`config.mk`:
```
export PLATFORM = sky130hd
export DESIGN_NAME = stereo_limiter
export DESIGN_NICKNAME = d
export VERILOG_FILES = /design/src/rtl/lim_pkg.sv /design/src/rtl/lim_scale.sv /design/src/rtl/lim_ctl.sv /design/src/rtl/stereo_limiter.sv
export SDC_FILE = /design/constraint.sdc
export NUM_CORES = 2
export LEC_CHECK = 0
export BUFFER_PORTS_ARGS = -buffer_cell sky130_fd_sc_hd__buf_2
export CAP_MARGIN = 20
export CORE_ASPECT_RATIO = 0.8
export CORE_MARGIN = 3
export CORE_UTILIZATION = 35
export CTS_CLUSTER_DIAMETER = 40
export DETAILED_ROUTE_END_ITERATION = 10
export GPL_TIMING_DRIVEN = 0
export PLACE_DENSITY_LB_ADDON = 0.12
export SLEW_MARGIN = 10
export SYNTH_ARGS = -nofsm -noshare
export SYNTH_HDL_FRONTEND = slang
export SYNTH_SLANG_ARGS = --single-unit
```
`constraint.sdc`:
```
create_clock -name clk -period 20.6 [get_ports clk]
set_input_delay 4.12 -clock clk [delete_from_list [all_inputs] [get_ports clk]]
set_output_delay 4.12 -clock clk [all_outputs]
set_load 0.01 [all_outputs]
```
`src/rtl/lim_pkg.sv`:
```
package lim_pkg;

    localparam int DW         = 24;
    localparam int MAG_W      = DW + 1;
    localparam int CODE_W     = 3;
    localparam int RATE_W     = 4;
    localparam int REL_SHIFT  = 2;
    localparam int CNT_W      = RATE_W + REL_SHIFT + 1;
    localparam int MAX_ATT    = 96;
    localparam int ATT_W      = $clog2(MAX_ATT + 1);
    localparam int STEPS_6DB  = 12;
    localparam int FRAC_W     = 15;
    localparam int MANT_W     = FRAC_W + 1;
    localparam int NCH        = 2;

    typedef logic signed [DW-1:0] smp_t;
    typedef logic [MAG_W-1:0]     mag_t;
    typedef logic [ATT_W-1:0]     att_t;
    typedef logic [CNT_W-1:0]     cnt_t;

    typedef struct packed {
        mag_t ceil_lvl;
        mag_t floor_lvl;
        cnt_t atk_len;
        cnt_t rel_len;
    } lim_cfg_t;

    typedef enum logic [1:0] {
        STEP_HOLD    = 2'd0,
        STEP_ATTACK  = 2'd1,
        STEP_RELEASE = 2'd2
    } step_e;

    // Q15 mantissa of 10^(-i/40), i = 0..11 (half-dB steps within 6 dB)
    function automatic logic [MANT_W-1:0] mant_q15(input logic [3:0] i);
        case (i)
            4'd0:    return 16'd32768;
            4'd1:    return 16'd30935;
            4'd2:    return 16'd29205;
            4'd3:    return 16'd27571;
            4'd4:    return 16'd26029;
            4'd5:    return 16'd24573;
            4'd6:    return 16'd23198;
            4'd7:    return 16'd21900;
            4'd8:    return 16'd20675;
            4'd9:    return 16'd19519;
            4'd10:   return 16'd18427;
            default: return 16'd17396;
        endcase
    endfunction

    function automatic mag_t code_level(input logic [CODE_W-1:0] c);
        return mag_t'(1) << (DW - 1 - int'(c));
    endfunction

    function automatic mag_t abs_mag(input smp_t s);
        logic signed [MAG_W-1:0] e;
        e = {s[DW-1], s};
        return e[MAG_W-1] ? mag_t'(-e) : mag_t'(e);
    endfunction

    function automatic mag_t mag_max(input mag_t a, input mag_t b);
        return (a > b) ? a : b;
    endfunction

endpackage

```
`src/rtl/lim_scale.sv`:
```
module lim_scale
    import lim_pkg::*;
(
    input  att_t att,
    input  smp_t x,
    output smp_t y
);
    localparam int PW = DW + MANT_W + 1;

    logic [3:0]              frac_idx;
    logic [ATT_W-1:0]        grp;
    logic [MANT_W-1:0]       mant;
    logic [4:0]              shamt;
    logic signed [PW-1:0]    prod;
    logic signed [PW-1:0]    shifted;

    always_comb begin
        frac_idx = 4'(att % att_t'(STEPS_6DB));
        grp      = att / att_t'(STEPS_6DB);
        mant     = mant_q15(frac_idx);
        shamt    = 5'(FRAC_W) + 5'(grp);
        prod     = PW'(x) * PW'($signed({1'b0, mant}));
        shifted  = prod >>> shamt;
        y        = shifted[DW-1:0];
    end

endmodule

```
`src/rtl/lim_ctl.sv`:
```
module lim_ctl
    import lim_pkg::*;
(
    input  logic     clk,
    input  logic     rst,
    input  logic     en,
    input  logic     valid,
    input  lim_cfg_t cfg,
    input  mag_t     peak_sel,
    output att_t     att,
    output mag_t     peak_q
);
    cnt_t  cnt_q;
    cnt_t  cnt_next;
    cnt_t  win_len;
    logic  over;
    logic  under;
    logic  win_close;
    step_e step;

    always_comb begin
        over      = peak_sel > cfg.ceil_lvl;
        under     = peak_sel < cfg.floor_lvl;
        win_len   = over ? cfg.atk_len : cfg.rel_len;
        cnt_next  = cnt_q + cnt_t'(1);
        win_close = cnt_next >= win_len;
        if (over && (att < att_t'(MAX_ATT)))
            step = STEP_ATTACK;
        else if (!over && under && (att != '0))
            step = STEP_RELEASE;
        else
            step = STEP_HOLD;
    end

    always_ff @(posedge clk) begin
        if (rst || !en) begin
            att    <= '0;
            cnt_q  <= '0;
            peak_q <= '0;
        end else if (valid) begin
            if (win_close) begin
                case (step)
                    STEP_ATTACK:  att <= att + att_t'(1);
                    STEP_RELEASE: att <= att - att_t'(1);
                    default:      att <= att;
                endcase
                cnt_q  <= '0;
                peak_q <= '0;
            end else begin
                cnt_q  <= cnt_next;
                peak_q <= peak_sel;
            end
        end
    end

endmodule

```
`src/rtl/stereo_limiter.sv`:
```
module stereo_limiter
    import lim_pkg::*;
(
    input  logic              clk,
    input  logic              rst,
    input  logic              en,
    input  logic              link_en,
    input  logic              ramp_en,
    input  logic              lim_ramp_off,
    input  logic [2:0]        ceil_code,
    input  logic [2:0]        floor_code,
    input  logic [3:0]        atk_rate,
    input  logic [3:0]        rel_rate,
    input  logic              in_valid,
    input  logic signed [23:0] in_left,
    input  logic signed [23:0] in_right,
    output logic              out_valid,
    output logic signed [23:0] out_left,
    output logic signed [23:0] out_right,
    output logic [6:0]        atten_left,
    output logic [6:0]        atten_right
);
    lim_cfg_t cfg;
    logic     ramp_act;
    smp_t     x_c    [NCH];
    smp_t     y_c    [NCH];
    att_t     att_c  [NCH];
    mag_t     peak_c [NCH];
    mag_t     new_pk [NCH];
    mag_t     sel_pk [NCH];
    mag_t     link_pk;

    assign ramp_act = ramp_en && !lim_ramp_off;

    always_comb begin
        cfg.ceil_lvl  = code_level(ceil_code);
        cfg.floor_lvl = code_level(floor_code);
        cfg.atk_len   = ramp_act ? (cnt_t'(atk_rate) + cnt_t'(1)) : cnt_t'(1);
        cfg.rel_len   = ramp_act ? ((cnt_t'(rel_rate) + cnt_t'(1)) << REL_SHIFT)
                                 : cnt_t'(1);
    end

    assign x_c[0] = in_left;
    assign x_c[1] = in_right;

    for (genvar c = 0; c < NCH; c++) begin : g_ch
        lim_scale u_scale (
            .att (att_c[c]),
            .x   (x_c[c]),
            .y   (y_c[c])
        );

        assign new_pk[c] = mag_max(peak_c[c], abs_mag(y_c[c]));
        assign sel_pk[c] = link_en ? link_pk : new_pk[c];

        lim_ctl u_ctl (
            .clk      (clk),
            .rst      (rst),
            .en       (en),
            .valid    (in_valid),
            .cfg      (cfg),
            .peak_sel (sel_pk[c]),
            .att      (att_c[c]),
            .peak_q   (peak_c[c])
        );
    end

    always_comb begin
        link_pk = '0;
        for (int c = 0; c < NCH; c++)
            link_pk = mag_max(link_pk, new_pk[c]);
    end

    always_ff @(posedge clk) begin
        if (rst) begin
            out_valid <= 1'b0;
            out_left  <= '0;
            out_right <= '0;
        end else begin
            out_valid <= in_valid;
            if (in_valid) begin
                out_left  <= en ? y_c[0] : in_left;
                out_right <= en ? y_c[1] : in_right;
            end
        end
    end

    assign atten_left  = att_c[0];
    assign atten_right = att_c[1];

endmodule

```
Yosys cells after proc, flatten, opt, wreduce, memory -nomap -nowiden
Memories as Yosys holds them, arrays and structs flattened.
Index checks and enable logic that the tools add are counted.
Widths: inputs -> output; s select.

operators by class
  add/subtract/negate cells = 14
  multiply operators = 2
  div/mod/pow operators = 4
  order comparisons = 12
  equality and inequality tests = 4
  shift-type cells = 4
  multiplexer cells = 24
  bitwise gates (word level) = 0
  reduce and logical (&&, ||, !) cells = 18

operators with widths
  kind                   number
  $mux 25                10
  $gt 25x25->1           5
  $mul 24x17->41         2
  $sshr 41x5->24         2
  $shl 1x32->25 const A  2
  $lt 25x25->1           2
  $neg 24->25            2
  $mux 24                2
  $mux 7                 5
  $add 7x1->7 const B    4
  $pmux 7 s2             2
  $gt 1x25->1 const A    1
  $div 7x4->7 const B    2
  $ge 7x7->1             2
  $lt 7x7->1 const B     2
  $mod 7x4->7 const B    2
  $reduce_bool 7->1      2
  $sub 7x1->7 const B    2
  $sub 5x3->6 const A    2
  $add 4x1->5 const B    2
  $add 4x5->5 const A    2
  $mux 2                 4
  $logic_and 1x1->1      7
  $reduce_and 3->1       2
  other kinds (6)        12

word-level totals
  register bits = 127
  bits in latches = 0
  memory bits (writable) = 0
  ROM bits = 512
  output and inout port bits = 63
  memories kept = 2

memory list
  name             depth  width  read ports  clocked after memory_dff  wr ports  RTL line       source
  (no name shown)  16     16     1           0                         0         lim_pkg.sv:36  case (i)
  (no name shown)  16     16     1           0                         0         lim_pkg.sv:36

Longest topological paths before layout
An unclocked memory read counts as a cell.

  depth in word-level cells = 22
  depth in mapped cells = 98
  mapped depth without buffers = 90

Cells and area by module
A second synthesis with hierarchy kept.

second synthesis, totals
  cells, all modules = 5918
  area total of the unflattened synthesis = 48128.7 um^2

by module, submodules not included
  module                        times used  cells an instance  area each (um^2)  sequential area each (um^2)
  lim_scale at g_ch[0].u_scale  1           2217               18171.2           0.0
  lim_scale at g_ch[1].u_scale  1           2067               16996.3           0.0
  lim_ctl                       2           422                3330.7            780.7
  stereo_limiter                1           790                6299.8            980.9

Worst setup path before layout
Ideal clock, no wire load.

  kind = input -> register
  start = input in_right[23]
  end = register g_ch[0].u_ctl.peak_q[17]
  setup time = 0.065 ns
  arrival time = 20.665 ns
  slack = -0.130 ns
  stages = 74
  path buffers = 9
  cells stage by stage = clkbuf_1 and2_1 fa_1 fa_1 inv_1 fa_1 fa_1 fa_1 inv_1 fa_1 ha_1 clkbuf_1 o21a_1 a211oi_1 a211oi_1 a311oi_1 a31oi_1 nor4_1 (+38 left out) or3_1 o21ai_1 inv_1 nand2_1 o21ai_0 ha_1 nand2b_1 a21o_1 a21o_1 a21oi_1 nor2b_1 o21ai_0 nand2b_1 a21o_1 nor2_1 clkbuf_1 a22oi_1 nor2_1

on the way
  cells in the longest elaborated chain, start to end = 13

ends and longest elaborated chain
  item                  RTL line              source
  from (decl)           stereo_limiter.sv:16  input logic signed [23:0] in_right,
  $mul 24x17->41 (*)    lim_scale.sv:22       prod = PW'(x) * PW'($signed({1'b0, mant}));
  $sshr 41x5->24 (*)    lim_scale.sv:23       shifted = prod >>> shamt;
  $neg 24->25           lim_pkg.sv:59         return e[MAG_W-1] ? mag_t'(-e) : mag_t'(e);
  $mux 25 (*)           lim_pkg.sv:59
  $gt 25x25->1          lim_pkg.sv:63         return (a > b) ? a : b;
  $mux 25 (*)           lim_pkg.sv:63
  $gt 25x25->1          lim_pkg.sv:63
  $mux 25 (*)           lim_pkg.sv:63
  $mux 25 (*)           stereo_limiter.sv:54  assign sel_pk[c] = link_en ? link_pk : new_pk[c];
  $gt 25x25->1          lim_ctl.sv:22         over = peak_sel > cfg.ceil_lvl;
  $mux 7                lim_ctl.sv:24         win_len = over ? cfg.atk_len : cfg.rel_len;
  $ge 7x7->1            lim_ctl.sv:26         win_close = cnt_next >= win_len;
  $mux 25 (*)           lim_ctl.sv:41         if (win_close) begin
  to (signal assigned)  lim_ctl.sv:51         peak_q <= peak_sel;
  to (decl)             lim_ctl.sv:11         output mag_t peak_q

Every way passes the cells marked *; elsewhere a longest branch is shown, timed or not.
A chain may end at the register's enable or synchronous reset.

Final worst setup path
  start = input in_left[19]
  end = register g_ch[1].u_ctl.peak_q[2]

on the way
  cells in the longest elaborated chain, start to end = 15

ends and longest elaborated chain
  item                  RTL line              source
  from (decl)           stereo_limiter.sv:15  input logic signed [23:0] in_left,
  $mul 24x17->41 (*)    lim_scale.sv:22
  $sshr 41x5->24 (*)    lim_scale.sv:23
  $neg 24->25           lim_pkg.sv:59
  $mux 25 (*)           lim_pkg.sv:59
  $gt 25x25->1          lim_pkg.sv:63
  $mux 25 (*)           lim_pkg.sv:63
  $gt 1x25->1           lim_pkg.sv:63
  $mux 25 (*)           lim_pkg.sv:63
  $gt 25x25->1          lim_pkg.sv:63
  $mux 25 (*)           lim_pkg.sv:63
  $mux 25 (*)           stereo_limiter.sv:54
  $gt 25x25->1          lim_ctl.sv:22
  $mux 7                lim_ctl.sv:24
  $ge 7x7->1            lim_ctl.sv:26
  $mux 25 (*)           lim_ctl.sv:41
  to (signal assigned)  lim_ctl.sv:51
  to (decl)             lim_ctl.sv:11

Marked as above.

==> impl_metrics.py <==
metrics = {
    "timing": {
        "tightest_slew_ns": 1.19,
        "fin_crit_ns": 20.28,
        "whs_ns": 0.488,
        "slew_headroom": 0.197,
        "timing_hold_violations_final": 0,
        "worst_slack_ns": 0.321,
        "fin_skew_ns": 0.00972,
        "finalSetupViolCount": 0,
        "slew_viol_final": 0,
        "fmax_mhz": 49.3,
        "fin_crit_sh": 0.984,
        "rsz0062_at_grt": "yes",
        "fin_setup_tns_ns": 0,
    },
    "floorplanning": {
        "dieArea_sq_um": 143000,
        "row_count": 121,
        "die_w_um": 422,
        "io_pins": 132,
        "start_util": 0.355,
        "chipHeight_um": 339,
        "core_sq_um": 137000,
    },
    "critical_path": {
        "critPathKind": "in2reg",
        "endpoint_kind": "flop",
        "cp.arrival_ns": 20.69,
        "cp_max_fo": 10,
        "critPathRequiredTime_ns": 21.02,
        "cpPeakStageDelay_ns": 0.61,
        "cp_slowest_cell": "fa_1",
        "cpMostUsedCell": "fa_1",
        "start_kind": "input port",
        "reg2reg_depth": 84,
    },
    "routing": {
        "via_count": 48000,
        "wire_per_inst_um": 26.4,
        "drc": 0,
        "vias_per_cell": 5.71,
        "wl_um": 222000,
        "drt-initial-drc-count": 4956,
        "first_pass_iters": 6,
        "ant_nets": 0,
    },
    "clock_network": {
        "cts.path.max_buffers": 2,
        "root_buffer": "clkbuf_16",
        "hold_buffers": 0,
        "cts_sinks": 127,
        "cts_inserted_buffers": 17,
        "clk_pin_slew_ns": 0.07,
        "clock_latency_ns": 0.48,
        "h-tree-depth": 4,
        "cts_tree": "built",
    },
    "outcome": {
        "status": "complete, no violations",
    },
    "global_routing": {
        "grtUsageTotal": 0.302,
        "grt_max_degree": 17,
        "grt-ovfl-total": 0,
        "grt_antenna_before_repair": 17,
        "grt_pass1_wl_um": 324000,
        "first_global_vias": 46700,
    },
    "flow_run": {
        "drv_cap": 0,
    },
    "yosys": {
        "synth.area.top_cells": "fa_1 (31%), ha_1 (9.1%), inv_1 (7.6%)",
        "synth_edf_count": 0,
        "synth_cell_types": 117,
        "synthArstFlopShare": 0,
        "synth_most_common_cell": "inv_1",
        "synth_seq_cells": 127,
        "synth_top_cell_area_share": 0.312,
        "synthCells": 6115,
        "yosysTopAreaCell": "fa_1",
        "ys_warn_count": 0,
        "synth_common_cells": "inv_1 (978), fa_1 (756), nand2_1 (713)",
        "synth_area_sq_um": 48600,
        "synth-seq-area-share": 0.0523,
        "ys.flop_type": "dfxtp_1",
        "syn_area_per_cell_sq_um": 7.94,
    },
    "layout": {
        "final_nets": 7726,
        "area_delta_synth_final_pct": 22.9,
        "fin_area_sq_um": 59700,
        "drive_above_1_share": 0.191,
    },
    "placement": {
        "hpwl_um": 182000,
        "dpl_cell_area_sq_um": 51700,
        "pre_cts_ws_ns": -6.23,
        "gp_congestion": 0.979,
        "portBuffers": 126,
    },
    "worst_hold_path": {
        "hold_path_depth": 2,
        "hold_path.class": "reg2reg",
    },
}
==> sequential cells by signal, summed over array words and instances, names as in the netlist <==
name and flops:
out_right 24, out_left 24, g_ch.u_ctl.att 14, g_ch.u_ctl.peak_q 50, out_valid 1, g_ch.u_ctl.cnt_q 14
==> path summary, 6_finish.rpt <==
kind / startpoint / to / slack (ns)
min: g_ch[0].u_ctl.cnt_q[6]$_SDFFE_PP0P_ / g_ch[0].u_ctl.cnt_q[6]$_SDFFE_PP0P_ / 0.49
max reg2reg: g_ch[0].u_ctl.att[3]$_SDFFE_PP0P_ / g_ch[1].u_ctl.peak_q[2]$_SDFFE_PP0P_ / 0.68
min reg2reg: g_ch[0].u_ctl.cnt_q[6]$_SDFFE_PP0P_ / g_ch[0].u_ctl.cnt_q[6]$_SDFFE_PP0P_ / 0.49
max: in_left[19] / g_ch[1].u_ctl.peak_q[2]$_SDFFE_PP0P_ / 0.32
==> repair_timing <==
item | CTS | global route
buffers inserted | 142 | 153
pin swaps | 112 | 222
resized for setup | 705 | 542
setup endpoints to repair | 78 | 78
cloned | 0 | 5
==> per-stage QoR <==
stage	std cells	utilization
after floorplan	6116	-
after global placement	8087	0.376
after detailed placement	8100	0.378
after CTS	8255	0.411
after global routing	8410	0.436
final	8414	0.436
==> cell usage in the layout, fill, tap and decap left out, types with 65 or more instances in the layout <==
cell,n
ha_1,302
nand3_1,97
dfxtp_1,127
nand2_1,690
o21ai_0,125
mux2i_1,84
inv_1,953
buf_2,112
and2_1,321
o211ai_1,70
a21oi_1,208
fa_1,715
clkbuf_1,160
nand4_1,66
a211oi_1,65
a21o_1,73
nor3_1,88
nor2_1,361
nor2b_1,74
xnor2_1,70
buf_4,311
==> worst max-delay path: cells and delay by family <==
family	cells	cell delay, ns
AO/OA/AOI/OAI	29	5.50
adder cells (fa/ha/maj)	11	4.59
AND/OR/NAND/NOR	21	3.72
buffers and inverters	13	2.02
multiplexers	1	0.35
XOR/XNOR	1	0.33
==> cell families after synthesis <==
logic type,after synthesis,share of synthesized area
simple gates,2076,0.211
buf+inv,1306,0.102
compound gates,1234,0.177
fa+ha+maj,1108,0.402
mux,138,0.0322
flops,127,0.0523
xor+xnor,125,0.0230
other cells,1,0.0000772
==> area by class of cell <==
| class | count | area [sq um] |
|---|---|---|
| Timing Repair Buffer | 441 | 3480 |
| Buffer | 295 | 2150 |
| Tap cell | 1845 | 2310 |
| Antenna cell | 7 | 17.5 |
| Multi-Input combinational cell | 4684 | 44900 |
| Sequential cell | 127 | 2540 |
| Inverter | 983 | 3700 |
| Clock inverter | 15 | 209 |
| Fill cell | 14000 | 77200 |
| Clock buffer | 17 | 425 |
==> routing by layer <==
metal  part of all wire  vias up  global-route usage
met5           0.000067        -                   0
met4              0.033        2              0.0934
met3              0.097      244              0.0568
met2               0.40     2218               0.414
met1               0.47    24300               0.471
li1                   -    21300                   -
Power is left out: the tool's default activity adds up to more than one toggle a clock period on the data nets, which glitch-free logic cannot reach.
